==> src/rtl/pgd_pkg.sv <==
package pgd_pkg;
   typedef enum logic [1:0] {
      FN_PASS = 2'd0,
      FN_AND  = 2'd1,
      FN_OR   = 2'd2,
      FN_XOR  = 2'd3
   } logic_fn_e;
endpackage

==> src/rtl/pgd_regs.sv <==
module pgd_regs
   import pgd_pkg::*;
#(
   parameter int REG_W      = 8,
   parameter int ROT_W      = 3,
   parameter int PSEL_W     = 2,
   parameter int IDX_ROTATE = 3,
   parameter int IDX_MAPSEL = 4
) (
   input  logic              clk,
   input  logic              rst_n,
   input  logic              reg_we,
   input  logic [REG_W-1:0]  reg_index,
   input  logic [REG_W-1:0]  reg_wdata,
   output logic [REG_W-1:0]  reg_rdata,
   output logic [ROT_W-1:0]  rot_cnt,
   output logic_fn_e         fn_sel,
   output logic [PSEL_W-1:0] map_sel
);
   localparam int FN_LSB = ROT_W;
   localparam logic [REG_W-1:0] IDX_ROT_L = REG_W'(IDX_ROTATE);
   localparam logic [REG_W-1:0] IDX_MAP_L = REG_W'(IDX_MAPSEL);

   logic hit_rot, hit_map;
   logic unused_wbits;

   assign hit_rot = (reg_index == IDX_ROT_L);
   assign hit_map = (reg_index == IDX_MAP_L);
   assign unused_wbits = ^reg_wdata;

   always_ff @(posedge clk or negedge rst_n) begin
      if (!rst_n) begin
         rot_cnt <= '0;
         fn_sel  <= FN_PASS;
         map_sel <= '0;
      end else if (reg_we) begin
         if (hit_rot) begin
            rot_cnt <= reg_wdata[ROT_W-1:0];
            fn_sel  <= logic_fn_e'(reg_wdata[FN_LSB+1:FN_LSB]);
         end
         if (hit_map) begin
            map_sel <= reg_wdata[PSEL_W-1:0];
         end
      end
   end

   always_comb begin
      reg_rdata = '0;
      if (hit_rot) begin
         reg_rdata[ROT_W-1:0]         = rot_cnt;
         reg_rdata[FN_LSB+1:FN_LSB]   = fn_sel;
      end else if (hit_map) begin
         reg_rdata[PSEL_W-1:0]        = map_sel;
      end
   end
endmodule

==> src/rtl/pgd_rotate.sv <==
module pgd_rotate #(
   parameter int DATA_W = 8,
   parameter int ROT_W  = 3
) (
   input  logic [DATA_W-1:0] din,
   input  logic [ROT_W-1:0]  cnt,
   output logic [DATA_W-1:0] dout
);
   logic [DATA_W-1:0] stage [ROT_W+1];

   assign stage[0] = din;

   for (genvar s = 0; s < ROT_W; s++) begin : g_stage
      localparam int SH = 2 ** s;
      assign stage[s+1] = cnt[s] ? {stage[s][SH-1:0], stage[s][DATA_W-1:SH]}
                                 : stage[s];
   end

   assign dout = stage[ROT_W];
endmodule

==> src/rtl/pgd_write_path.sv <==
module pgd_write_path
   import pgd_pkg::*;
#(
   parameter int DATA_W     = 8,
   parameter int NUM_PLANES = 4,
   parameter int ROT_W      = 3
) (
   input  logic [DATA_W-1:0]            cpu_wdata,
   input  logic [ROT_W-1:0]             rot_cnt,
   input  logic                         rot_en,
   input  logic_fn_e                    fn_sel,
   input  logic [DATA_W*NUM_PLANES-1:0] lat_bus,
   output logic [DATA_W*NUM_PLANES-1:0] plane_wdata
);
   logic [ROT_W-1:0]  eff_cnt;
   logic [DATA_W-1:0] rotated;

   assign eff_cnt = rot_en ? rot_cnt : '0;

   pgd_rotate #(
      .DATA_W (DATA_W),
      .ROT_W  (ROT_W)
   ) u_rotate (
      .din  (cpu_wdata),
      .cnt  (eff_cnt),
      .dout (rotated)
   );

   for (genvar p = 0; p < NUM_PLANES; p++) begin : g_plane
      logic [DATA_W-1:0] lat_b, res_b;
      assign lat_b = lat_bus[p*DATA_W +: DATA_W];
      always_comb begin
         unique case (fn_sel)
            FN_AND:  res_b = rotated & lat_b;
            FN_OR:   res_b = rotated | lat_b;
            FN_XOR:  res_b = rotated ^ lat_b;
            default: res_b = rotated;
         endcase
      end
      assign plane_wdata[p*DATA_W +: DATA_W] = res_b;
   end
endmodule

==> src/rtl/pgd_read_path.sv <==
module pgd_read_path #(
   parameter int DATA_W     = 8,
   parameter int NUM_PLANES = 4,
   parameter int PSEL_W     = 2
) (
   input  logic                         clk,
   input  logic                         rst_n,
   input  logic                         cpu_rd,
   input  logic [DATA_W*NUM_PLANES-1:0] plane_rdata,
   input  logic [PSEL_W-1:0]            map_sel,
   input  logic [PSEL_W-1:0]            cpu_addr,
   input  logic                         odd_even,
   input  logic                         quad,
   output logic [DATA_W-1:0]            cpu_rdata,
   output logic [DATA_W*NUM_PLANES-1:0] lat_bus
);
   logic [DATA_W-1:0] plane_b [NUM_PLANES];
   logic [PSEL_W-1:0] pidx;

   for (genvar p = 0; p < NUM_PLANES; p++) begin : g_split
      assign plane_b[p] = plane_rdata[p*DATA_W +: DATA_W];
   end

   always_comb begin
      pidx = map_sel;
      if (quad) begin
         pidx = cpu_addr;
      end else if (odd_even) begin
         pidx[0] = cpu_addr[0];
      end
   end

   assign cpu_rdata = plane_b[pidx];

   always_ff @(posedge clk or negedge rst_n) begin
      if (!rst_n) begin
         lat_bus <= '0;
      end else if (cpu_rd) begin
         lat_bus <= plane_rdata;
      end
   end
endmodule

==> src/rtl/planar_datapath.sv <==
module planar_datapath
   import pgd_pkg::*;
#(
   parameter int DATA_W     = 8,
   parameter int NUM_PLANES = 4,
   parameter int REG_W      = 8,
   parameter int WMODE_W    = 2,
   parameter int IDX_ROTATE = 3,
   parameter int IDX_MAPSEL = 4,
   localparam int ROT_W     = $clog2(DATA_W),
   localparam int PSEL_W    = $clog2(NUM_PLANES),
   localparam int BUS_W     = DATA_W * NUM_PLANES
) (
   input  logic               clk,
   input  logic               rst_n,
   input  logic               reg_we,
   input  logic [REG_W-1:0]   reg_index,
   input  logic [REG_W-1:0]   reg_wdata,
   output logic [REG_W-1:0]   reg_rdata,
   input  logic [WMODE_W-1:0] wr_mode,
   input  logic               odd_even,
   input  logic               quad,
   input  logic               cpu_rd,
   input  logic               cpu_wr,
   input  logic [PSEL_W-1:0]  cpu_addr,
   input  logic [DATA_W-1:0]  cpu_wdata,
   output logic [DATA_W-1:0]  cpu_rdata,
   input  logic [BUS_W-1:0]   plane_rdata,
   output logic [BUS_W-1:0]   plane_wdata,
   output logic               plane_we
);
   if (DATA_W < 2 || (1 << ROT_W) != DATA_W) begin : g_bad_data_w
      $error("DATA_W must be a power of two of at least 2");
   end
   if (NUM_PLANES < 2 || (1 << PSEL_W) != NUM_PLANES) begin : g_bad_planes
      $error("NUM_PLANES must be a power of two of at least 2");
   end
   if (REG_W < ROT_W + 2 || REG_W < PSEL_W) begin : g_bad_reg_w
      $error("REG_W too narrow for the register fields");
   end
   if (IDX_ROTATE == IDX_MAPSEL || IDX_ROTATE >= (1 << REG_W)
       || IDX_MAPSEL >= (1 << REG_W)) begin : g_bad_idx
      $error("register indices must differ and fit in REG_W");
   end
   if (WMODE_W < 1) begin : g_bad_wmode
      $error("WMODE_W must be at least 1");
   end

   logic [ROT_W-1:0]  rot_cnt;
   logic_fn_e         fn_sel;
   logic [PSEL_W-1:0] map_sel;
   logic [BUS_W-1:0]  lat_bus;

   pgd_regs #(
      .REG_W      (REG_W),
      .ROT_W      (ROT_W),
      .PSEL_W     (PSEL_W),
      .IDX_ROTATE (IDX_ROTATE),
      .IDX_MAPSEL (IDX_MAPSEL)
   ) u_regs (
      .clk       (clk),
      .rst_n     (rst_n),
      .reg_we    (reg_we),
      .reg_index (reg_index),
      .reg_wdata (reg_wdata),
      .reg_rdata (reg_rdata),
      .rot_cnt   (rot_cnt),
      .fn_sel    (fn_sel),
      .map_sel   (map_sel)
   );

   pgd_read_path #(
      .DATA_W     (DATA_W),
      .NUM_PLANES (NUM_PLANES),
      .PSEL_W     (PSEL_W)
   ) u_read (
      .clk         (clk),
      .rst_n       (rst_n),
      .cpu_rd      (cpu_rd),
      .plane_rdata (plane_rdata),
      .map_sel     (map_sel),
      .cpu_addr    (cpu_addr),
      .odd_even    (odd_even),
      .quad        (quad),
      .cpu_rdata   (cpu_rdata),
      .lat_bus     (lat_bus)
   );

   pgd_write_path #(
      .DATA_W     (DATA_W),
      .NUM_PLANES (NUM_PLANES),
      .ROT_W      (ROT_W)
   ) u_write (
      .cpu_wdata   (cpu_wdata),
      .rot_cnt     (rot_cnt),
      .rot_en      (wr_mode == '0),
      .fn_sel      (fn_sel),
      .lat_bus     (lat_bus),
      .plane_wdata (plane_wdata)
   );

   assign plane_we = cpu_wr;
endmodule

==> config.mk <==
export PLATFORM = sky130hd
export DESIGN_NAME = planar_datapath
export DESIGN_NICKNAME = d
export VERILOG_FILES = /design/src/rtl/pgd_pkg.sv /design/src/rtl/pgd_regs.sv /design/src/rtl/pgd_rotate.sv /design/src/rtl/pgd_write_path.sv /design/src/rtl/pgd_read_path.sv /design/src/rtl/planar_datapath.sv
export SDC_FILE = /design/constraint.sdc
export NUM_CORES = 1
export LEC_CHECK = 0
export BUFFER_PORTS_ARGS = -buffer_cell sky130_fd_sc_hd__buf_2
export CAP_MARGIN = 40
export CORE_AREA = 2 2 93 95
export CTS_CLUSTER_SIZE = 10
export DETAILED_ROUTE_END_ITERATION = 8
export DIE_AREA = 0 0 95 97
export PLACE_DENSITY = 0.81
export REMOVE_ABC_BUFFERS = 1
export SKIP_LAST_GASP = 1
export SYNTH_ARGS = -nofsm -noshare
export SYNTH_HDL_FRONTEND = slang
export SYNTH_SLANG_ARGS = --single-unit
==> constraint.sdc <==
create_clock -name clk -period 2.8 [get_ports clk]
set_input_delay 0.14 -clock clk [delete_from_list [all_inputs] [get_ports clk]]
set_output_delay 0.14 -clock clk [all_outputs]
set_load 0.05 [all_outputs]
# After elaboration in Yosys (flattened, before gate mapping)
# Cells that the tools add are included.
# W data, S select, Z words.
# word_totals
ff_bits,39
out_inout_bits,49
# classes
magnitude_cmp,1
eq_ne,5
mux,17
bitwise,13
reduce_logical,3
# op_table
op,count
$pmux W8 S3,4
$mux W8,5
$and A8 B8 Y8,4
$or A8 B8 Y8,4
$xor A8 B8 Y8,4
$bmux W8 S2,1
$eq A8 B2 Y1 const B,1
$eq A8 B3 Y1 const B,1
$mux W3,2
$eq A2 B2 Y1 const B,2
$mux W2,2
$reduce_and A2 Y1,2
$ge A3 B3 Y1 const B,1
$mux W1,3
$not A2 Y3,1
$eq A2 B1 Y1 const B,1
$logic_not A2 Y1,1

# Depth between registers and ports, before layout
# logic_depth
ltp_word,7
mapped_depth,9
ltp_nobuf,8

# By module
# A second synthesis with hierarchy kept.
# unflattened
cells_unflattened,310
area_unflattened_um2,4086.4
# by_module_without_submodules
mod,instances,cells_per_inst,area_each_um2,seq_area_each_um2
pgd_write_path,1,179,1921.8,0.0
pgd_read_path,1,79,1433.9,800.8
pgd_regs,1,31,392.9,175.2
pgd_rotate,1,19,326.6,0.0
planar_datapath,1,2,11.3,0.0

# Worst setup path before layout
# OpenSTA, ideal clock, no wires.
# synth_path
kind,register -> output
startpoint,register u_regs.rot_cnt[2]
endpoint,output plane_wdata[16]
arrival_time_ns,2.438
required_ns,2.660
path_slack_ns,0.222
stages_incl_launch_ff,9
n_path_buf,0
cell_sequence,dfrtp_1 nor3b_1 o21ai_1 a32oi_1 o21ai_1 ha_1 mux2_1 a22oi_1 nand3_1
# synth_between
elab_chain_cells,4
# synth_rtl
element,line,text
from (decl),pgd_regs.sv:16,"output logic [ROT_W-1:0] rot_cnt,"
from (signal assigned),pgd_regs.sv:38,rot_cnt <= reg_wdata[ROT_W-1:0];
$mux W3 *,pgd_write_path.sv:18,assign eff_cnt = rot_en ? rot_cnt : '0;
$mux W8 *,pgd_rotate.sv:15,"assign stage[s+1] = cnt[s] ? {stage[s][SH-1:0], stage[s][DATA_W-1:SH]}"
$xor A8 B8 Y8 (tied with other cells),pgd_write_path.sv:36,FN_XOR: res_b = rotated ^ lat_b;
$pmux W8 S3 *,pgd_write_path.sv:33,unique case (fn_sel)
to (decl),planar_datapath.sv:29,"output logic [BUS_W-1:0] plane_wdata,"
# Mark *: on every way between the ends. The rest lies on a longest branch, timed or not.

# Worst setup path in the final report
# layout_path
startpoint,register u_regs.rot_cnt[0]
endpoint,output plane_wdata[7]
# layout_between
elab_chain_cells,6
# layout_rtl
element,line
$mux W3 *,pgd_write_path.sv:18
$mux W8 * (3 in series),pgd_rotate.sv:15
$xor A8 B8 Y8 (tied with other cells),pgd_write_path.sv:36
$pmux W8 S3 *,pgd_write_path.sv:33
# Marks and branches as above.

==> flow_summary.toml <==
[run_status]
status = "finished, violations left"
violations = "negative setup slack"

[worst_setup_path]
path_max_fanout = 26
slowest_delay_ns = 0.41
path_class = "register to output pin"
critPathCaptureType = "output pin"
cp_top_family = "compound AO/OA/AOI/OAI gates"
slowest_stage = "dfrtp_1"
required_ns = 2.66
path_cells = "buf_12 > nor2b_1 > o21ai_1 > nand2_2 > o21ai_4 > ha_1 > mux2_2 > a22oi_1 > nand3_1 > buf_4"
cp-start-kind = "register"
worst-path-buf-inv = 2
cp.arrival_ns = 2.67

[synthesis]
synth_top_area_share_pct = 27.2
syn_area_per_cell_um2 = 10.5
synth_xor_xnor_area_share_pct = 0
synthTopCellsByArea = "dfrtp_1 27%, ha_1 11%, mux2_1 11%, mux2_2 10%, a22oi_1 6.7%"
synth_seq_cells = 39
yosys_warnings = 0
synth.area.mux_share_pct = 28.7
synth.distinct_cells = 34
yosysSeqAreaShare_pct = 27.2
synth_top_family_by_area = "multiplexers"
synth_top_area_cell = "dfrtp_1"
syn_inst = 343
synth_compound_area_share_pct = 15.0
synth_fa_ha_area_share_pct = 11.2
synth_area_um2 = 3590
yosys.area_share.simple_pct = 14.3

[timing]
grt_setup_unrepaired = "yes"
tns_ns = -0.0322
slew_viol_final = 0
finalCriticalPeriod_ns = 2.81
hold_viol = 0
layout_setup_ws_ns = -0.0132
setup_violations = 5
skew_ns = 0
fmax_mhz = 355
slew_headroom_pct = 49.0
fin_crit_sh_pct = 100
worst_pin_slew_ns = 0.764

[floorplanning]
die_area_um2 = 9220
die_h_um = 97
pin_count = 116
coreArea_um2 = 8130
fp-row-count = 33
start_util_pct = 44.1
die_w_um = 95

[grt]
grt_overflow = 0
grt_antenna_before_repair = 0
track_usage_pct = 21.7
grt_pass1_vias = 3321
grt_pass1_wl_mm = 16.2
grt_max_degree = 40

[finish]
multi_input_area_um2 = 2790
final_common_cell = "buf_2"
nets = 548
final_util_pct = 60.1
layoutNonFillerInstCount = 555
drive_above_1_share_pct = 49.6
mostFrequentLayoutCells = "80 x buf_2, 40 x nand3_1, 39 x dfrtp_1"
ff_latch_area_um2 = 976
synthToLayoutAreaGrowth_pct = 36.2
diodes = 0
n_fill_cell = 642

[route]
wl_mm = 10.6
viasPerCell = 6.10
ant_nets = 0
num_vias = 3388
first_pass_iters = 5
drt-wirelength-per-cell_um = 19.0
drc = 0
drt_iter0_drc = 312

[placed_design]
dp_cells = 540
place_hpwl_mm = 7.49
io_buffers = 107
place.gp.congestion = 0.884

[clock_tree]
root_buffer = "clkbuf_8"
clock_sinks = 39
tritoncts = "yes"
cts_made_buffers = 5
htree_levels = 2
clk_pin_slew_ns = 0.09
clk_path_buf_depth = 2
clk_latency_ns = 0.30

[power_and_ir_drop]
p_per_area_nw_per_um2 = 414
p_leak_uw = 0.00212
vdd_drop_max_mv = 0.250

[min_path]
min_path_type = "input pin to register"

[run]
max_cap_violations = 0
cell usage after synthesis, drive strengths merged:
master   number
mux2         71
nand3        40
dfrtp        39
a22oi        32
ha           32
clkbuf       19
o21ai        16
nor2         13
nor2b         9
a32oi         8
buf           8
mux4          8
nor4b         8
o2111ai       8
o21bai        8
nand2         6
and2          4
a22o          2
mux2i         2
nor3b         2
nor4          2
conb          1
nand2b        1
or2           1
or3           1
or3b          1
or4           1
final timing paths:
| kind | start | end | slack (ns) | cells after the start |
|---|---|---|---|---|
| setup / recovery | u_regs.rot_cnt[0]$_DFFE_PN0P_ | plane_wdata[7] | -0.01 | 10 |
| hold / removal | plane_rdata[15] | u_read.lat_bus[15]$_DFFE_PN0P_ | 0.06 | 2 |
| setup reg to reg | u_regs.fn_sel[0]$_DFFE_PN0P_ | u_regs.fn_sel[0]$_DFFE_PN0P_ | 1.63 | 2 |
| hold reg to reg | u_read.lat_bus[16]$_DFFE_PN0P_ | u_read.lat_bus[16]$_DFFE_PN0P_ | 0.52 | 1 |
| max in group asynchronous | rst_n | u_read.lat_bus[19]$_DFFE_PN0P_ | 2.26 | 3 |
| min in group asynchronous | rst_n | u_read.lat_bus[8]$_DFFE_PN0P_ | 0.33 | 3 |
power breakdown:
part / switching [uW] / total, uW / internal (uW)
sequential: 47.0 / 661 / 614
combinational: 467 / 784 / 317
clock: 225 / 581 / 356
cell families after synthesis:
logic type      count (synthesis)
other cells                     1
flops                          39
simple gates                   89
compound gates                 74
fa+ha+maj                      32
mux                            81
buf+inv                        27
per-stage QoR:
step           instance area, um^2  worst slack, ns  power, uW  hold slack [ns]
3_5_place_dp                  4250            0.210       1350            0.126
2_1_floorplan                 3470           -0.193       1170           -0.156
5_1_grt                       4890           -0.229       2120           0.0646
6_report                      4890          -0.0132       2030           0.0619
4_1_cts                       4450          -0.0653       1940           0.0618
3_3_place_gp                  4230            0.304       1310            0.280
flip-flops by register name, summed over array words and instances (netlist names):
name            cells
u_read.lat_bus     32
u_regs.fn_sel       2
u_regs.map_sel      2
u_regs.rot_cnt      3
layout make-up:
cell class | count | share of cell area, %
Tap cell | 105 | 2.69
Clock inverter | 3 | 1.38
Multi-Input combinational cell | 279 | 57.0
Clock buffer | 5 | 1.41
Timing Repair Buffer | 124 | 17.6
Sequential cell | 39 | 20.0
what timing repair did:
item / 4_1_cts / 5_1_grt
hold buffers: 1 / 0
resized for setup: 12 / 113
buffers inserted: 1 / 5
pin swaps: 5 / 16
hold endpoints to repair: 39 / 0
cloned: 0 / 0
setup endpoints to repair: 32 / 32
per-layer routing:
layer  global-route usage [%]  wire [um]  vias up
met2                     36.1       5170      153
met4                     4.46        208        0
met1                     29.1       4370     1649
met5                        0          0        -
li1                         -          -     1557
met3                     4.52        812       29
Note: power is estimated with default switching activity, not from simulation.
